<file path="src/rtl/ivc_pkg.sv">
package ivc_pkg;
    typedef enum logic {
        IRQ_QUIET  = 1'b0,
        IRQ_RAISED = 1'b1
    } irq_state_e;

    localparam int unsigned VEC_SHIFT_DEF = 2;
endpackage

</file>
<file path="src/rtl/ivc_src_latch.sv">
module ivc_src_latch #(
    parameter int unsigned WIDTH = 16
) (
    input  logic             clk,
    input  logic             rst_n,
    input  logic [WIDTH-1:0] lvl_i,
    output logic [WIDTH-1:0] src_o
);
    for (genvar g = 0; g < WIDTH; g++) begin : g_bit
        always_ff @(posedge clk or negedge rst_n) begin
            if (!rst_n) begin
                src_o[g] <= 1'b0;
            end else begin
                src_o[g] <= lvl_i[g];
            end
        end
    end
endmodule

</file>
<file path="src/rtl/ivc_mask_reg.sv">
module ivc_mask_reg #(
    parameter int unsigned   WIDTH    = 16,
    parameter int unsigned   ADDR_W   = 4,
    parameter logic [15:0]   MASK_RST = 16'h0010,
    parameter int unsigned   MASK_OFF = 2
) (
    input  logic              clk,
    input  logic              rst_n,
    input  logic              wr_i,
    input  logic [ADDR_W-1:0] addr_i,
    input  logic [WIDTH-1:0]  wdata_i,
    output logic [WIDTH-1:0]  mask_o
);
    localparam logic [ADDR_W-1:0] OFF = ADDR_W'(MASK_OFF);
    localparam logic [WIDTH-1:0]  RST = WIDTH'(MASK_RST);

    logic hit;
    assign hit = wr_i && (addr_i == OFF);

    always_ff @(posedge clk or negedge rst_n) begin
        if (!rst_n) begin
            mask_o <= RST;
        end else if (hit) begin
            mask_o <= wdata_i;
        end
    end
endmodule

</file>
<file path="src/rtl/ivc_prio_enc.sv">
module ivc_prio_enc #(
    parameter int unsigned WIDTH = 16,
    parameter int unsigned SHIFT = 2
) (
    input  logic [WIDTH-1:0] pend_i,
    output logic [WIDTH-1:0] vec_o,
    output logic             any_o
);
    logic [WIDTH:0]   below;
    logic [WIDTH-1:0] first;

    assign below[0] = 1'b0;
    for (genvar g = 0; g < WIDTH; g++) begin : g_chain
        assign first[g]   = pend_i[g] & ~below[g];
        assign below[g+1] = below[g] | pend_i[g];
    end

    assign any_o = below[WIDTH];

    always_comb begin
        vec_o = '0;
        for (int k = 0; k < int'(WIDTH); k++) begin
            if (first[k]) begin
                vec_o = vec_o | WIDTH'((k + 1) << SHIFT);
            end
        end
    end
endmodule

</file>
<file path="src/rtl/ivc_irq_fsm.sv">
module ivc_irq_fsm
    import ivc_pkg::*;
(
    input  logic clk,
    input  logic rst_n,
    input  logic any_i,
    output logic irq_o
);
    irq_state_e state_q, state_d;

    always_comb begin
        state_d = state_q;
        unique case (state_q)
            IRQ_QUIET:  if (any_i)  state_d = IRQ_RAISED;
            IRQ_RAISED: if (!any_i) state_d = IRQ_QUIET;
            default:    state_d = IRQ_QUIET;
        endcase
    end

    always_ff @(posedge clk or negedge rst_n) begin
        if (!rst_n) begin
            state_q <= IRQ_QUIET;
        end else begin
            state_q <= state_d;
        end
    end

    always_comb begin
        unique case (state_q)
            IRQ_RAISED: irq_o = 1'b1;
            default:    irq_o = 1'b0;
        endcase
    end
endmodule

</file>
<file path="src/rtl/irq_vector_ctrl.sv">
module irq_vector_ctrl #(
    parameter int unsigned WIDTH    = 16,
    parameter int unsigned ADDR_W   = 4,
    parameter logic [15:0] MASK_RST = 16'h0010,
    parameter int unsigned VEC_OFF  = 0,
    parameter int unsigned MASK_OFF = 2,
    parameter int unsigned SHIFT    = ivc_pkg::VEC_SHIFT_DEF
) (
    input  logic              clk,
    input  logic              rst_n,
    input  logic [WIDTH-1:0]  irq_lvl_i,
    input  logic [ADDR_W-1:0] bus_addr_i,
    input  logic              bus_wr_i,
    input  logic [WIDTH-1:0]  bus_wdata_i,
    input  logic              bus_rd_i,
    output logic [WIDTH-1:0]  bus_rdata_o,
    output logic              irq_o
);
    localparam logic [ADDR_W-1:0] A_VEC  = ADDR_W'(VEC_OFF);
    localparam logic [ADDR_W-1:0] A_MASK = ADDR_W'(MASK_OFF);

    logic [WIDTH-1:0] src_q;
    logic [WIDTH-1:0] mask_q;
    logic [WIDTH-1:0] pend_w;
    logic [WIDTH-1:0] vec_w;
    logic             any_w;
    logic [WIDTH-1:0] rd_mux;

    ivc_src_latch #(.WIDTH(WIDTH)) u_src (
        .clk   (clk),
        .rst_n (rst_n),
        .lvl_i (irq_lvl_i),
        .src_o (src_q)
    );

    ivc_mask_reg #(
        .WIDTH    (WIDTH),
        .ADDR_W   (ADDR_W),
        .MASK_RST (MASK_RST),
        .MASK_OFF (MASK_OFF)
    ) u_mask (
        .clk     (clk),
        .rst_n   (rst_n),
        .wr_i    (bus_wr_i),
        .addr_i  (bus_addr_i),
        .wdata_i (bus_wdata_i),
        .mask_o  (mask_q)
    );

    assign pend_w = src_q & mask_q;

    ivc_prio_enc #(.WIDTH(WIDTH), .SHIFT(SHIFT)) u_enc (
        .pend_i (pend_w),
        .vec_o  (vec_w),
        .any_o  (any_w)
    );

    ivc_irq_fsm u_fsm (
        .clk   (clk),
        .rst_n (rst_n),
        .any_i (any_w),
        .irq_o (irq_o)
    );

    always_comb begin
        if (bus_addr_i == A_VEC) begin
            rd_mux = vec_w;
        end else if (bus_addr_i == A_MASK) begin
            rd_mux = mask_q;
        end else begin
            rd_mux = '0;
        end
    end

    always_ff @(posedge clk or negedge rst_n) begin
        if (!rst_n) begin
            bus_rdata_o <= '0;
        end else if (bus_rd_i) begin
            bus_rdata_o <= rd_mux;
        end
    end
endmodule

</file>
<file path="config.mk">
export PLATFORM = sky130hd
export DESIGN_NAME = irq_vector_ctrl
export DESIGN_NICKNAME = d
export VERILOG_FILES = /design/src/rtl/ivc_pkg.sv /design/src/rtl/ivc_src_latch.sv /design/src/rtl/ivc_mask_reg.sv /design/src/rtl/ivc_prio_enc.sv /design/src/rtl/ivc_irq_fsm.sv /design/src/rtl/irq_vector_ctrl.sv
export SDC_FILE = /design/constraint.sdc
export NUM_CORES = 1
export LEC_CHECK = 0
export BUFFER_PORTS_ARGS = -buffer_cell sky130_fd_sc_hd__buf_2
export CAP_MARGIN = 30
export CORE_MARGIN = 4
export CORE_UTILIZATION = 40
export DETAILED_ROUTE_END_ITERATION = 10
export PLACE_DENSITY = 0.66
export SLEW_MARGIN = 20
export SYNTH_ARGS = -nofsm -noshare
export SYNTH_HDL_FRONTEND = slang
export SYNTH_SLANG_ARGS = --single-unit
</file>
<file path="constraint.sdc">
create_clock -name clk -period 1.4 [get_ports clk]
set_input_delay 0.28 -clock clk [delete_from_list [all_inputs] [get_ports clk]]
set_output_delay 0.28 -clock clk [all_outputs]
set_load 0.02 [all_outputs]
</file>
==> metrics.sh, run 1 <==
LEAKAGEPOWER_nW=1.37
OUTCOME='complete, but fails checks'
HPWLAFTERDP_MM=3.74
MAXCAPVIOLCOUNT=0
MOSTFREQUENTLAYOUTCELL='sky130_fd_sc_hd__buf_2'
ARRIVAL_NS=1.68
DRT-PASS1-ITER-COUNT=4
ASYNCSETRESETFLOPFRACSYNTH_PCT=100
DRC_ERRORS=0
FIN_NETS=286
CLK_PATH_BUF_DEPTH=2
CRITICAL_PATH_PEAK_FANOUT=5
NUMBER_OF_SYNTHESIZED_FLOPS_WITH_AN_ENABLE_PIN=0
HP-START='irq_lvl_i[14]'
MIN_PATH_CELLS=1
SEQ_AREA_FRAC_SYNTH_PCT=60.3
GLOBALROUTETOTALUTIL_PCT=17.4
SLEW_VIOL_FINAL=0
TIMING_WORST_SETUP_PATH_TYPE='reg2reg'
TRITONCTS='done'
TOTAL_POWER_mW=3.66
POST_SYNTHESIS_NET_COUNT=194
MINIMUM_SETUP_SLACK_IN_THE_FINAL_DESIGN_NS=-0.0584
CLKTRANSATPATHREGS_NS=0.09
AREAGROWTHSYNTHTOFINISH_PCT=37.9
SYN_INST=154
TOTALWIRELENGTH_MM=5.06
DIEWIDTH_UM=79.3
LAYOUT_COMMON_CELLS='sky130_fd_sc_hd__buf_2 (56), sky130_fd_sc_hd__dfrtp_1 (48), sky130_fd_sc_hd__buf_4 (31)'
PLACE_INST=298
WORST_HOLD_PATH.ENDPOINT='u_src.src_o[14]'
POST_SYNTH.CELL_AREA_AVG_UM2=13.2
DRTANTENNAVIOLNETS=0
WORST_SLEW_PIN_SLEW_NS=0.363
VIA_COUNT=1588
VIOLATIONS='setup timing'
UPPER_CLOCK_FREQUENCY_LIMIT_MHz=686
FINALCOREUTILIZATION_PCT=58.3
GP_ROUTABILITY_CONGESTION=0.812
MAXSLEWHEADROOM_PCT=75.8
INSERTEDDIODECOUNT=0
TIMING_HOLD_VIOLATIONS_FINAL=0
YS_DOMINANT_REG_CELL='sky130_fd_sc_hd__dfrtp_1'
SYNTHESIS.YOSYS.WARNINGS=0
DIEHEIGHT_UM=79.3
CTS_MADE_BUFFERS=5
CTS_ROOT_BUF='sky130_fd_sc_hd__clkbuf_8'
CP-START-KIND='flop'
FINALCRITICALPERIOD_NS=1.46
GRT_PASS1_WL_MM=8.29
TIMING.REG2REG.WORST_PATH_DEPTH=5
DIE_AREA_UM2=6290
PLACE_WORST_SETUP_SLACK_NS=-0.141
DRT-WIRELENGTH-PER-CELL_UM=16.1
FLOORPLAN.ROWS=25
FFS_LATCHES_SYNTH=49
POST_SYNTH_NUM_CELL_TYPES=40
END_KIND='flop'
FINAL.SETUP.TNS_NS=-0.145
POWER_DENSITY_nW_PER_UM2=1300
GRT_PASS1_VIAS=1704
DETAIL_ROUTE.ITER0.VIOLATIONS=146
REG2REG_SETUP_SLACK_NS=-0.06
REGTOREGSTARTPOINT='u_mask.mask_o[0]'
SETUP_VIOL_COUNT_FINAL=4
FIN_CELLS=314
WORST_SLACK_ON_HOLD_PATHS_NS=0.0708
GRT_START_MAX_NET_PINS=27
COREAREA_UM2=4820
FINALINSTANCEAREA_UM2=2810
CTS.SINKS=49
VDD.IR_DROP.WORST_mV=0.653
GLOBALROUTE.TOTALOVERFLOW=0
IO-PIN-COUNT=57
START_UTIL_PCT=42.3
CTSHTREEMAXLEVEL=2
WORST_HOLD_PATH_TYPE='in2reg'
POST_DRT_VIA_CELL_RATIO=5.06
ANTENNA_FOUND_INITIAL=0
GRT_SETUP_UNREPAIRED='true'
FINAL.PERIOD_UTILIZATION_PCT=104
CLK_LATENCY_NS=0.31
LAYOUT.FILLER_CELLS=425
PLACEDINSTANCEAREA_UM2=2580
SYN-CELL-AREA_UM2=2040
DRIVE_GT1_SHARE_PCT=50.6
IO_BUFFER_COUNT=56
REQUIRED_NS=1.62
R2R_END='bus_rdata_o[6]'
CLOCK_SKEW_NS=0.00922
## synth_stat cells (all sizes together) (2+ instances only)
| cell | n | area, um2 |
|---|---|---|
| a22o | 2 | 17.5 |
| nand2 | 24 | 97.6 |
| a31oi | 2 | 12.5 |
| nand3 | 2 | 15.0 |
| nor3b | 2 | 20.0 |
| nor2 | 2 | 7.51 |
| clkbuf | 4 | 15.0 |
| o21ai | 3 | 15.0 |
| a21oi | 7 | 35.0 |
| dfrtp | 48 | 1200 |
| o2bb2ai | 12 | 105 |
| a22oi | 6 | 45.0 |
| and3 | 2 | 13.8 |
| mux2 | 16 | 218 |
| a32o | 2 | 20.0 |
## sequential cells by signal, summed over array words and instances, names as in the netlist
register / cells
bus_rdata_o: 16
u_fsm.state_q: 1
u_mask.mask_o: 16
u_src.src_o: 16
## worst max-delay path, stage by stage (launching register included)
cell and delay [ns]:
sky130_fd_sc_hd__dfrtp_1 0.38, sky130_fd_sc_hd__a222oi_1 0.32, sky130_fd_sc_hd__buf_4 0.18, sky130_fd_sc_hd__and3_4 0.22
sky130_fd_sc_hd__nand3_2 0.09, sky130_fd_sc_hd__o31ai_2 0.18
## where the power goes
group | switching (mW) | leakage (nW) | internal [mW]
Combinational | 0.408 | 0.709 | 0.512
Sequential | 0.118 | 0.608 | 1.57
Clock | 0.469 | 0.0574 | 0.581
## what timing repair did
| item | in CTS | in global routing |
|---|---|---|
| buffers inserted | 5 | 2 |
| endpoints found under the hold margin | 10 | 0 |
| pin swaps | 7 | 2 |
| resized for setup | 7 | 2 |
| setup endpoints to repair | 3 | 6 |
| hold buffers | 1 | 0 |
## final cells by class
cell class	count	area [um2]	area share, %
Clock inverter	2	37.5	1.34
Sequential cell	49	1230	43.7
Timing Repair Buffer	90	554	19.7
Inverter	1	3.75	0.134
Multi-Input combinational cell	99	818	29.1
Clock buffer	6	82.6	2.94
Tap cell	67	83.8	2.99
## cells by family (layout without fill, tap and decap cells)
| logic type | count (synthesis) | after routing | share of synthesized area, % |
|---|---|---|---|
| muxes | 16 | 16 | 10.7 |
| buffers and inverters | 6 | 99 | 1.47 |
| AOI/OAI and AO/OA | 43 | 43 | 16.2 |
| and+or+nand+nor | 40 | 40 | 11.4 |
| DFF | 49 | 49 | 60.3 |
## metal layers
layer  track usage [%]  up-vias  part of all wire (%)
li1                  -      767                     -
met4              6.36        0                   1.9
met1              22.6      765                    45
met2              28.1       47                    48
met3              4.31        9                   4.7
met5                 0        -                     0
## how the worst max path moves through the flow
stage | from | to | slack, ns
2_1_floorplan | u_mask.mask_o[0] | bus_rdata_o[6] | 0.005
3_3_place_gp | bus_addr_i[3] | u_mask.mask_o[7] | -0.09
3_5_place_dp | u_src.src_o[0] | bus_rdata_o[6] | -0.14
4_1_cts | u_mask.mask_o[0] | bus_rdata_o[6] | -0.05
5_1_grt | u_mask.mask_o[0] | bus_rdata_o[6] | -0.19
6_report | u_mask.mask_o[0] | bus_rdata_o[6] | -0.06
No activity file was read; power rests on OpenSTA's default activity.
==> run 2: changes to the inputs <==
==> constraint.sdc (replaced) <==
create_clock -name clk -period 1.4 [get_ports clk]
set_input_delay 0.14 -clock clk [delete_from_list [all_inputs] [get_ports clk]]
set_output_delay 0.14 -clock clk [all_outputs]
set_load 0.02 [all_outputs]
==> metrics.sh, run 2 (synthesis results as in run 1) <==
REGTOREGSTARTPOINT='u_src.src_o[0]'
FIN_NETS=295  # +3.1%
DRIVE_GT1_SHARE_PCT=46.1  # -4.5 points
MAXCAPVIOLCOUNT=0  # unchanged
DIEHEIGHT_UM=79.3  # unchanged
CLOCK_SKEW_NS=0.0107  # +0.00149 ns
CRITICAL_PATH_PEAK_FANOUT=5  # unchanged
SETUP_VIOL_COUNT_FINAL=3  # -1
MAX_STAGE_DELAY_NS=0.40  # +0.02 ns
FLOORPLAN.ROWS=25  # unchanged
POWER_DENSITY_nW_PER_UM2=1180  # -9.2%
LAYOUT_COMMON_CELLS='sky130_fd_sc_hd__buf_2 (56), sky130_fd_sc_hd__dfrtp_1 (48), sky130_fd_sc_hd__buf_4 (25)'
DIEWIDTH_UM=79.3  # unchanged
FINALCRITICALPERIOD_NS=1.43  # -0.0264 ns
CLKTRANSATPATHREGS_NS=0.10  # about the same
HPWLAFTERDP_MM=3.51  # -6.2%
SLEW_VIOL_FINAL=0  # unchanged
INSERTEDDIODECOUNT=0  # unchanged
CTS_ROOT_BUF='sky130_fd_sc_hd__clkbuf_8'
COREAREA_UM2=4820  # unchanged
GLOBALROUTETOTALUTIL_PCT=17.4  # -0.028 points
TIMING_HOLD_VIOLATIONS_FINAL=0  # unchanged
FIN_CELLS=323  # +2.9%
HP-START='bus_wdata_i[14]'
CLK_LATENCY_NS=0.31  # about the same
POST_DRT_VIA_CELL_RATIO=4.95  # -2.1%
DETAIL_ROUTE.ITER0.VIOLATIONS=123  # -16%
TOTAL_POWER_mW=3.41  # -6.8%
IO_BUFFER_COUNT=56  # unchanged
ANTENNA_FOUND_INITIAL=0  # unchanged
CRIT_PATH_START='u_src.src_o[0]'
PLACE_WORST_SETUP_SLACK_NS=-0.108  # +0.0330 ns
GRT_SETUP_UNREPAIRED='true'
LAYOUT.FILLER_CELLS=428  # +0.71%
VDD.IR_DROP.WORST_mV=0.585  # -11%
CTSHTREEMAXLEVEL=2  # unchanged
AREAGROWTHSYNTHTOFINISH_PCT=41.7
GLOBALROUTE.TOTALOVERFLOW=0  # unchanged
WORST_SLEW_PIN_SLEW_NS=0.324  # -0.0393 ns
ARRIVAL_NS=1.67  # about the same
GRT_PASS1_WL_MM=8.29  # about the same
CTS.SINKS=49  # unchanged
TRITONCTS='done'
DRT-WIRELENGTH-PER-CELL_UM=15.5  # -3.7%
TIMING_WORST_SETUP_PATH_TYPE='reg2reg'
REQUIRED_NS=1.63  # about the same
REG_TOP3='bus_rdata_o (16), u_mask.mask_o (16), u_src.src_o (16)'
MINIMUM_SETUP_SLACK_IN_THE_FINAL_DESIGN_NS=-0.0320  # +0.0264 ns
START_UTIL_PCT=42.3  # unchanged
IO-PIN-COUNT=57  # unchanged
DRC_ERRORS=0  # unchanged
MAXSLEWHEADROOM_PCT=78.1  # +2.3 points
OUTCOME='complete, but fails checks'
MOSTFREQUENTLAYOUTCELL='sky130_fd_sc_hd__buf_2'
TIMING.CRITICAL_PATH.CELLS='a222oi_1 > buf_4 > and3_4 > nand3_1 > a31oi_1'
VIA_COUNT=1600  # +0.76%
TOTALWIRELENGTH_MM=5.01  # -0.91%
END_KIND='flop'
UPPER_CLOCK_FREQUENCY_LIMIT_MHz=698  # +1.8%
WORST_PATH_MAX_DELAY_CELL='sky130_fd_sc_hd__dfrtp_1'
PLACE_INST=296  # -0.67%
CTS_MADE_BUFFERS=5  # unchanged
GRT_PASS1_VIAS=1711  # +0.41%
GRT_START_MAX_NET_PINS=50  # +85%
DRT-PASS1-ITER-COUNT=4  # unchanged
CP-START-KIND='flop'
VIOLATIONS='setup timing'
FINAL.PERIOD_UTILIZATION_PCT=102  # -1.9 points
CLK_PATH_BUF_DEPTH=2  # unchanged
LEAKAGEPOWER_nW=1.39  # +0.94%
DRTANTENNAVIOLNETS=0  # unchanged
WORST_HOLD_PATH_TYPE='in2reg'
GP_ROUTABILITY_CONGESTION=0.796  # -2.0%
DIE_AREA_UM2=6290  # unchanged
run 2: final timing paths:
path	to	slack [ns]	cells after the start
min in group asynchronous	bus_rdata_o[3]	0.33	3
hold reg to reg	bus_rdata_o[8]	0.49	1
max in group asynchronous	u_mask.mask_o[4]	0.81	3
setup reg to reg	bus_rdata_o[2]	-0.03	5
hold / removal	u_mask.mask_o[14]	0.05	2
setup / recovery	bus_rdata_o[2]	-0.03	5
run 2: timing repair:
item,4_1_cts,5_1_grt
buffers inserted,2,0
hold buffers,17,0
resized for setup,3,6
pin swaps,5,5
endpoints found under the setup margin,3,5
hold endpoints to repair,64,0
run 2: metal layers:
layer	vias up	track usage [%]	wire (um)	part of all wire, %
met2	44	29.3	2620	52
met4	0	6.36	27	0.54
met1	773	21.6	2110	42
li1	781	-	-	-
met5	-	0	0	0
met3	2	4.08	259	5.2
run 2: where the power goes:
group | leakage, nW | switching (mW) | internal, mW | total (mW)
clock | 0.0364 | 0.488 | 0.351 | 0.838
combinational | 0.743 | 0.398 | 0.496 | 0.894
sequential | 0.608 | 0.108 | 1.57 | 1.68
total | 1.39 | 0.994 | 2.42 | 3.41
run 2: final cells by class:
type | count | area [um2] | share of cell area (%)
Multi-Input combinational cell | 99 | 820 | 28.4
Clock inverter | 3 | 22.5 | 0.781
Sequential cell | 49 | 1230 | 42.6
Clock buffer | 5 | 68.8 | 2.39
Timing Repair Buffer | 99 | 658 | 22.8
Tap cell | 67 | 83.8 | 2.91
Inverter | 1 | 3.75 | 0.130
run 2: through the flow:
stage | util (%) | instance area, um2 | setup TNS, ns | hold WS, ns
global placement | 53.4 | 2570 | -0.133 | 0.143
global route | 59.9 | 2880 | -0.365 | 0.0386
detailed placement | 53.4 | 2570 | -0.242 | 0.150
CTS | 59.2 | 2850 | -0.0177 | 0.0401
floorplan | - | 2040 | 0 | -0.156
finish | 59.9 | 2880 | -0.0795 | 0.0475
run 2: critical path, delay by kind of cell, from the launching register on:
family / cells / cell delay [ns]
flip-flops: 1 / 0.40
AO/OA/AOI/OAI: 2 / 0.50
AND/OR/NAND/NOR: 2 / 0.28
buffers and inverters: 1 / 0.18
